==> config.mk <==
export PLATFORM = sky130hd
export DESIGN_NAME = ovf_timer16
export DESIGN_NICKNAME = d
export VERILOG_FILES = /design/src/rtl/ovf_timer_pkg.sv /design/src/rtl/tmr_sync_edge.sv /design/src/rtl/tmr_div_enable.sv /design/src/rtl/tmr_presc_enable.sv /design/src/rtl/ovf_timer16.sv
export SDC_FILE = /design/constraint.sdc
export NUM_CORES = 1
export LEC_CHECK = 0
export BUFFER_PORTS_ARGS = -buffer_cell sky130_fd_sc_hd__buf_4
export CORE_AREA = 2 2 64 66
export CTS_BUF_LIST = sky130_fd_sc_hd__clkbuf_2 sky130_fd_sc_hd__clkbuf_4 sky130_fd_sc_hd__clkbuf_8
export DETAILED_ROUTE_END_ITERATION = 10
export DIE_AREA = 0 0 66 68
export HOLD_SLACK_MARGIN = 0.15
export PLACE_DENSITY = 0.7
export REMOVE_ABC_BUFFERS = 1
export SLEW_MARGIN = 20
export SYNTH_ARGS = -nofsm -noshare
export SYNTH_HDL_FRONTEND = slang
export SYNTH_HIERARCHICAL = 1
export SYNTH_SLANG_ARGS = --single-unit
==> constraint.sdc <==
create_clock -name clk_i -period 8.95 [get_ports clk_i]
set_clock_uncertainty 0.2 [all_clocks]
set_input_delay 1.79 -clock clk_i [delete_from_list [all_inputs] [get_ports clk_i]]
set_output_delay 1.79 -clock clk_i [all_outputs]
set_load 0.01 [all_outputs]
==> src/rtl/ovf_timer_pkg.sv <==
package ovf_timer_pkg;
  localparam int unsigned PRESC_W = 2;

  typedef enum logic [1:0] {
    MODE_HALT = 2'b00,
    MODE_SYS  = 2'b01,
    MODE_TEST = 2'b10,
    MODE_PIN  = 2'b11
  } src_mode_e;

  typedef struct packed {
    logic               word_ie;
    logic               byte_ie;
    logic               ext_rst_en;
    logic               byte_flag;
    logic [PRESC_W-1:0] presc;
    src_mode_e          mode;
  } ctrl_t;
endpackage

==> src/rtl/tmr_sync_edge.sv <==
module tmr_sync_edge #(
  parameter int unsigned STAGES = 2
) (
  input  logic clk_i,
  input  logic rst_ni,
  input  logic d_i,
  output logic rise_o
);
  logic [STAGES-1:0] sync_q;
  logic              prev_q;

  always_ff @(posedge clk_i or negedge rst_ni) begin
    if (!rst_ni) begin
      sync_q <= '0;
      prev_q <= 1'b0;
    end else begin
      sync_q <= {sync_q[STAGES-2:0], d_i};
      prev_q <= sync_q[STAGES-1];
    end
  end

  assign rise_o = sync_q[STAGES-1] & ~prev_q;
endmodule

==> src/rtl/tmr_div_enable.sv <==
module tmr_div_enable #(
  parameter int unsigned DIV = 12
) (
  input  logic clk_i,
  input  logic rst_ni,
  input  logic clr_i,
  output logic tick_o
);
  localparam int unsigned W = (DIV > 1) ? $clog2(DIV) : 1;
  localparam logic [W-1:0] LAST = W'(DIV - 1);

  logic [W-1:0] cnt_q;

  always_ff @(posedge clk_i or negedge rst_ni) begin
    if (!rst_ni)              cnt_q <= '0;
    else if (clr_i)           cnt_q <= '0;
    else if (cnt_q == LAST)   cnt_q <= '0;
    else                      cnt_q <= cnt_q + 1'b1;
  end

  assign tick_o = (cnt_q == LAST) & ~clr_i;
endmodule

==> src/rtl/tmr_presc_enable.sv <==
module tmr_presc_enable #(
  parameter int unsigned CODE_W = 2
) (
  input  logic              clk_i,
  input  logic              rst_ni,
  input  logic              clr_i,
  input  logic              en_i,
  input  logic [CODE_W-1:0] code_i,
  output logic              pulse_o
);
  localparam int unsigned CW = (1 << CODE_W) - 1;

  logic [CW-1:0] cnt_q;
  logic [CW-1:0] mask;

  // code n -> low n bits all ones marks the 2^n-th event
  assign mask    = ~({CW{1'b1}} << code_i);
  assign pulse_o = en_i & ((cnt_q & mask) == mask);

  always_ff @(posedge clk_i or negedge rst_ni) begin
    if (!rst_ni)      cnt_q <= '0;
    else if (clr_i)   cnt_q <= '0;
    else if (pulse_o) cnt_q <= '0;
    else if (en_i)    cnt_q <= cnt_q + 1'b1;
  end
endmodule

==> src/rtl/ovf_timer16.sv <==
module ovf_timer16
  import ovf_timer_pkg::*;
#(
  parameter int unsigned CNT_W       = 16,
  parameter int unsigned LOW_W       = 8,
  parameter int unsigned SYS_DIV     = 12,
  parameter int unsigned SYNC_STAGES = 2
) (
  input  logic             clk_i,
  input  logic             rst_ni,
  input  logic             wr_en_i,
  input  logic             addr_i,
  input  logic [7:0]       wr_data_i,
  output logic [7:0]       rd_data_o,
  input  logic             ext_cnt_i,
  input  logic             ext_rst_i,
  output logic [CNT_W-1:0] count_o,
  output logic             irq_o
);
  ctrl_t            ctrl_q;
  logic             word_flag_q;
  logic [CNT_W-1:0] cnt_q;

  logic ctrl_wr, stat_wr;
  logic pin_rise, rst_rise, rst_evt;
  logic sys_tick, src_en, presc_pulse, step;
  logic low_wrap, word_wrap;

  assign ctrl_wr = wr_en_i & ~addr_i;
  assign stat_wr = wr_en_i &  addr_i;

  tmr_sync_edge #(.STAGES(SYNC_STAGES)) i_cnt_sync (
    .clk_i (clk_i), .rst_ni(rst_ni), .d_i(ext_cnt_i), .rise_o(pin_rise)
  );

  tmr_sync_edge #(.STAGES(SYNC_STAGES)) i_rst_sync (
    .clk_i (clk_i), .rst_ni(rst_ni), .d_i(ext_rst_i), .rise_o(rst_rise)
  );

  tmr_div_enable #(.DIV(SYS_DIV)) i_div (
    .clk_i (clk_i),
    .rst_ni(rst_ni),
    .clr_i (ctrl_wr | (ctrl_q.mode != MODE_SYS)),
    .tick_o(sys_tick)
  );

  always_comb begin
    unique case (ctrl_q.mode)
      MODE_SYS: src_en = sys_tick;
      MODE_PIN: src_en = pin_rise;
      default:  src_en = 1'b0;
    endcase
  end

  tmr_presc_enable #(.CODE_W(PRESC_W)) i_presc (
    .clk_i  (clk_i),
    .rst_ni (rst_ni),
    .clr_i  (ctrl_wr | (ctrl_q.mode == MODE_HALT)),
    .en_i   (src_en),
    .code_i (ctrl_q.presc),
    .pulse_o(presc_pulse)
  );

  assign rst_evt   = rst_rise & ctrl_q.ext_rst_en;
  assign step      = (ctrl_q.mode == MODE_TEST) | presc_pulse;
  assign low_wrap  = step & ~rst_evt & (cnt_q[LOW_W-1:0] == '1);
  assign word_wrap = step & ~rst_evt & (cnt_q == '1);

  always_ff @(posedge clk_i or negedge rst_ni) begin
    if (!rst_ni)      cnt_q <= '0;
    else if (rst_evt) cnt_q <= '0;
    else if (step)    cnt_q <= cnt_q + 1'b1;
  end

  // hardware set placed last so it wins over a write
  always_ff @(posedge clk_i or negedge rst_ni) begin
    if (!rst_ni) begin
      ctrl_q <= '0;
    end else begin
      if (ctrl_wr)  ctrl_q <= ctrl_t'(wr_data_i);
      if (low_wrap) ctrl_q.byte_flag <= 1'b1;
    end
  end

  always_ff @(posedge clk_i or negedge rst_ni) begin
    if (!rst_ni) begin
      word_flag_q <= 1'b0;
    end else begin
      if (stat_wr && !wr_data_i[0]) word_flag_q <= 1'b0;
      if (word_wrap)                word_flag_q <= 1'b1;
    end
  end

  assign irq_o     = (ctrl_q.byte_flag & ctrl_q.byte_ie) | (word_flag_q & ctrl_q.word_ie);
  assign rd_data_o = addr_i ? {7'b0, word_flag_q} : ctrl_q;
  assign count_o   = cnt_q;
endmodule

==> flow_results.xml <==
<?xml version="1.0" encoding="UTF-8"?>
<metrics>
  <group name="yosys">
    <metric name="post-synth-top-area-cell" unit="">sky130_fd_sc_hd__dfrtp_1</metric>
    <metric name="async_reset_ff_frac" unit="">1.00</metric>
    <metric name="synth-seq-area-share" unit="">0.516</metric>
    <metric name="synth_cell_type_count" unit="">41</metric>
    <metric name="yosysWarnings" unit="">6</metric>
    <metric name="netlist_instances" unit="">165</metric>
    <metric name="synth-edff-count" unit="">0</metric>
    <metric name="synth_area" unit="µm²">1840</metric>
    <metric name="cell_types_with_the_largest_area_share_after_synthesis" unit="">sky130_fd_sc_hd__dfrtp_1, sky130_fd_sc_hd__mux2_2, sky130_fd_sc_hd__xor2_1</metric>
    <metric name="yosysTopAreaCellShare" unit="">0.516</metric>
    <metric name="number_of_synthesized_register_bits" unit="">38</metric>
    <metric name="synth_flop_cell" unit="">sky130_fd_sc_hd__dfrtp_1</metric>
    <metric name="syn_area_per_cell" unit="µm²">11.2</metric>
  </group>
  <group name="routing">
    <metric name="ant_nets" unit="">0</metric>
    <metric name="routed_wirelength" unit="µm">3610</metric>
    <metric name="detailroute.via_count" unit="">1388</metric>
    <metric name="drt-wirelength-per-cell" unit="µm">14.1</metric>
    <metric name="detail_route.iter0.violations" unit="">53</metric>
    <metric name="drt-vias-per-instance" unit="">5.44</metric>
    <metric name="route.detailed.drc" unit="">0</metric>
    <metric name="dr.pass1.iters" unit="">4</metric>
  </group>
  <group name="finish">
    <metric name="layout.filler_cells" unit="">345</metric>
    <metric name="seq_cell_area" unit="µm²">951</metric>
    <metric name="antennaDiodeCount" unit="">0</metric>
    <metric name="area_growth_syn_to_layout" unit="%">22.6</metric>
    <metric name="post-route-cell-area" unit="µm²">2260</metric>
    <metric name="drive_gt1_frac" unit="">0.312</metric>
    <metric name="multiInputGateArea" unit="µm²">846</metric>
    <metric name="final_nets" unit="">221</metric>
  </group>
  <group name="floorplan">
    <metric name="die_width" unit="µm">66</metric>
    <metric name="coreArea" unit="µm²">3860</metric>
    <metric name="placement_rows" unit="">23</metric>
    <metric name="fp.dieH" unit="µm">68</metric>
    <metric name="num_io_pins" unit="">39</metric>
    <metric name="dieArea" unit="µm²">4490</metric>
    <metric name="initial_core_util" unit="">0.478</metric>
  </group>
  <group name="power">
    <metric name="max-vdd-ir-drop" unit="mV">0.121</metric>
    <metric name="seq_power_share" unit="">0.516</metric>
    <metric name="post-layout-total-power" unit="mW">0.395</metric>
    <metric name="p_int" unit="mW">0.285</metric>
    <metric name="power.share.switching" unit="">0.279</metric>
    <metric name="powerDensity" unit="nW/µm²">175</metric>
    <metric name="static-leakage-power" unit="nW">1.01</metric>
    <metric name="share_comb_of_total_power" unit="">0.176</metric>
    <metric name="power.share.clock" unit="">0.308</metric>
    <metric name="p_sw" unit="mW">0.110</metric>
  </group>
  <group name="place">
    <metric name="io_buffer_count" unit="">38</metric>
    <metric name="cell_area_after_placement" unit="µm²">2160</metric>
    <metric name="placement.setup.worst_slack" unit="ns">4.10</metric>
    <metric name="place.detailed.hpwl" unit="µm">2620</metric>
    <metric name="place_congestion" unit="">0.754</metric>
  </group>
  <group name="cts">
    <metric name="cts_resized" unit="">0</metric>
    <metric name="worstSkewPairLatency" unit="ns">0.29</metric>
    <metric name="clk_pin_slew" unit="ns">0.08</metric>
    <metric name="max_h_tree_level" unit="">2</metric>
    <metric name="clk_path_buf_depth" unit="">2</metric>
    <metric name="post-cts-setup-buffer-count" unit="">0</metric>
    <metric name="tritoncts_num_sinks" unit="">38</metric>
    <metric name="cts_hold_repair.buffers" unit="">0</metric>
    <metric name="cts-root-buf" unit="">sky130_fd_sc_hd__clkbuf_8</metric>
    <metric name="total_cts_buffers" unit="">5</metric>
    <metric name="clock_tree_from_tritoncts" unit="">built</metric>
  </group>
  <group name="critical_path">
    <metric name="ff2ff_setup_slack" unit="ns">5.78</metric>
    <metric name="worst_setup_path_start_kind" unit="">input pin</metric>
    <metric name="worst-path-max-fanout" unit="">12</metric>
    <metric name="reg2reg_to" unit="">count_o[10]$_DFFE_PN0P_</metric>
    <metric name="crit-reg2reg-launch" unit="">ctrl_q[1]$_DFFE_PN0P_</metric>
    <metric name="rr_worst_depth" unit="">8</metric>
    <metric name="critical_path_required" unit="ns">8.96</metric>
    <metric name="cp-end-kind" unit="">register</metric>
    <metric name="critical_path_arrival" unit="ns">4.60</metric>
    <metric name="critPathKind" unit="">input pin to register</metric>
  </group>
  <group name="grt">
    <metric name="via_count_of_the_first_global_routing_pass" unit="">1269</metric>
    <metric name="grt.overflow.total" unit="">0</metric>
    <metric name="grt_max_degree" unit="">39</metric>
    <metric name="grt_first_pass_wirelength" unit="µm">5950</metric>
    <metric name="grt_use_total" unit="">0.175</metric>
    <metric name="grt_antenna_before_repair" unit="">0</metric>
  </group>
  <group name="worst_hold_path">
    <metric name="whs_path_depth" unit="">0</metric>
    <metric name="hold_crit_start" unit="">i_cnt_sync/sync_q[0]$_DFF_PN0_</metric>
    <metric name="hold_class" unit="">register to register</metric>
    <metric name="hold-path-endpoint" unit="">i_cnt_sync/sync_q[1]$_DFF_PN0_</metric>
  </group>
  <group name="timing">
    <metric name="fin_ws" unit="ns">4.35</metric>
    <metric name="setup-tns-final" unit="ns">0</metric>
    <metric name="setup-violations-final" unit="">0</metric>
    <metric name="final_hold_viol_count" unit="">0</metric>
    <metric name="setup_repair_after_global_routing_missed_its_margin" unit="">no</metric>
    <metric name="timing.final.crit_share" unit="">0.513</metric>
    <metric name="timing.max_slew.rel_slack" unit="">0.488</metric>
    <metric name="number_of_pins_exceeding_their_max_slew_limit_in_the_final_report" unit="">0</metric>
    <metric name="final_period_minus_worst_setup_slack" unit="ns">4.60</metric>
    <metric name="max_slew.worst_pin.slew" unit="ns">0.766</metric>
    <metric name="timing.fmax" unit="MHz">218</metric>
  </group>
  <group name="outcome">
    <metric name="status" unit="">completed</metric>
  </group>
  <group name="run">
    <metric name="drv_cap" unit="">0</metric>
  </group>
</metrics>
[worst max path at each step]
stage,slack [ns],cells after the start,end,from
final,4.35,10,count_o[10]$_DFFE_PN0P_,wr_en_i
after global routing,4.20,10,count_o[10]$_DFFE_PN0P_,wr_en_i
after CTS,4.38,10,count_o[10]$_DFFE_PN0P_,wr_en_i
after detailed placement,4.10,10,count_o[10]$_DFFE_PN0P_,wr_en_i
after global placement,4.20,10,count_o[10]$_DFFE_PN0P_,wr_en_i
after floorplan,4.51,9,count_o[10]$_DFFE_PN0P_,wr_en_i
[flip-flops by register name (all words and copies together), names as in the netlist]
signal / flops
count_o: 16
ctrl_q: 8
i_cnt_sync/prev_q: 1
i_cnt_sync/sync_q: 2
i_div/cnt_q: 4
i_presc/cnt_q: 3
i_rst_sync/prev_q: 1
i_rst_sync/sync_q: 2
word_flag_q: 1
[critical path, stage by stage]
cell and delay [ns]:
sky130_fd_sc_hd__buf_4 0.11, sky130_fd_sc_hd__nor2b_1 0.25, sky130_fd_sc_hd__or3b_2 0.55, sky130_fd_sc_hd__and4bb_2 0.31, sky130_fd_sc_hd__mux2i_1 0.06, sky130_fd_sc_hd__nor2b_1 0.43, sky130_fd_sc_hd__and2_2 0.42, sky130_fd_sc_hd__o211ai_4 0.15
sky130_fd_sc_hd__or3_1 0.36, sky130_fd_sc_hd__a21oi_1 0.16
[layout by cell type, fill, tap and decap left out, types with 3 or more instances in the layout]
cell type / instances
sky130_fd_sc_hd__xor2_1: 10
sky130_fd_sc_hd__a21oi_1: 7
sky130_fd_sc_hd__buf_4: 38
sky130_fd_sc_hd__o21ai_0: 11
sky130_fd_sc_hd__ha_1: 3
sky130_fd_sc_hd__o211ai_1: 3
sky130_fd_sc_hd__inv_1: 4
sky130_fd_sc_hd__mux2i_1: 3
sky130_fd_sc_hd__o2111ai_1: 4
sky130_fd_sc_hd__dfrtp_1: 38
sky130_fd_sc_hd__or3_1: 6
sky130_fd_sc_hd__nor2b_1: 10
sky130_fd_sc_hd__nand3_1: 4
sky130_fd_sc_hd__nor2_1: 14
sky130_fd_sc_hd__mux2_2: 8
sky130_fd_sc_hd__nand2_1: 6
sky130_fd_sc_hd__clkbuf_8: 6
[synthesized netlist by cell type (2+ instances only)]
cell type                   number
sky130_fd_sc_hd__nand3_1         4
sky130_fd_sc_hd__or3_1           6
sky130_fd_sc_hd__nand3b_1        2
sky130_fd_sc_hd__o21ai_0        11
sky130_fd_sc_hd__buf_2           3
sky130_fd_sc_hd__nand2_1         6
sky130_fd_sc_hd__a21oi_1         7
sky130_fd_sc_hd__o211ai_1        3
sky130_fd_sc_hd__nor2b_1        10
sky130_fd_sc_hd__and4_1          2
sky130_fd_sc_hd__mux2_2          8
sky130_fd_sc_hd__and3_1          2
sky130_fd_sc_hd__dfrtp_1        38
sky130_fd_sc_hd__o211ai_4        2
sky130_fd_sc_hd__o2111ai_1       4
sky130_fd_sc_hd__xor2_1         10
sky130_fd_sc_hd__mux2i_1         3
sky130_fd_sc_hd__nor2b_4         2
sky130_fd_sc_hd__clkbuf_1        2
sky130_fd_sc_hd__nor2_1         14
sky130_fd_sc_hd__inv_1           4
sky130_fd_sc_hd__ha_1            3
[power by group through the flow]
stage	clock (mW)	sequential, mW	combinational (mW)
3_5_place_dp	0	0.208	0.0702
4_1_cts	0.125	0.204	0.0709
5_1_grt	0.132	0.207	0.0791
3_3_place_gp	0	0.206	0.0684
2_1_floorplan	0	0.207	0.0346
6_report	0.122	0.204	0.0697
[through the flow]
step                hold slack (ns)  utilization  cells
floorplan                     0.131            -    159
global placement              0.133        0.561    247
detailed placement            0.136        0.561    247
CTS                           0.153        0.586    255
global route                  0.163        0.586    255
finish                        0.152        0.586    255
[logic make-up (layout without fill, tap and decap cells)]
group,after synthesis,in the layout,synth area share
muxes,11,11,0.0652
adders and majority gates,3,3,0.0204
xor gates and xnor gates,10,10,0.0476
and+or+nand+nor,56,56,0.181
DFF,38,38,0.516
buffers and inverters,11,51,0.0244
AOI/OAI and AO/OA,36,36,0.145
[area by class of cell]
type,instances,share of cell area
Clock buffer,6,0.0366
Sequential cell,38,0.421
Tap cell,50,0.0277
Clock inverter,2,0.00554
Timing Repair Buffer,38,0.126
Multi-Input combinational cell,116,0.375
Inverter,5,0.00831
[layer usage]
metal  share of wire  global-route usage
met1            0.45               0.216
met2            0.48               0.299
met3           0.055              0.0461
met4           0.010              0.0612
met5               0                   0
No activity file was read; power rests on OpenSTA's default activity.
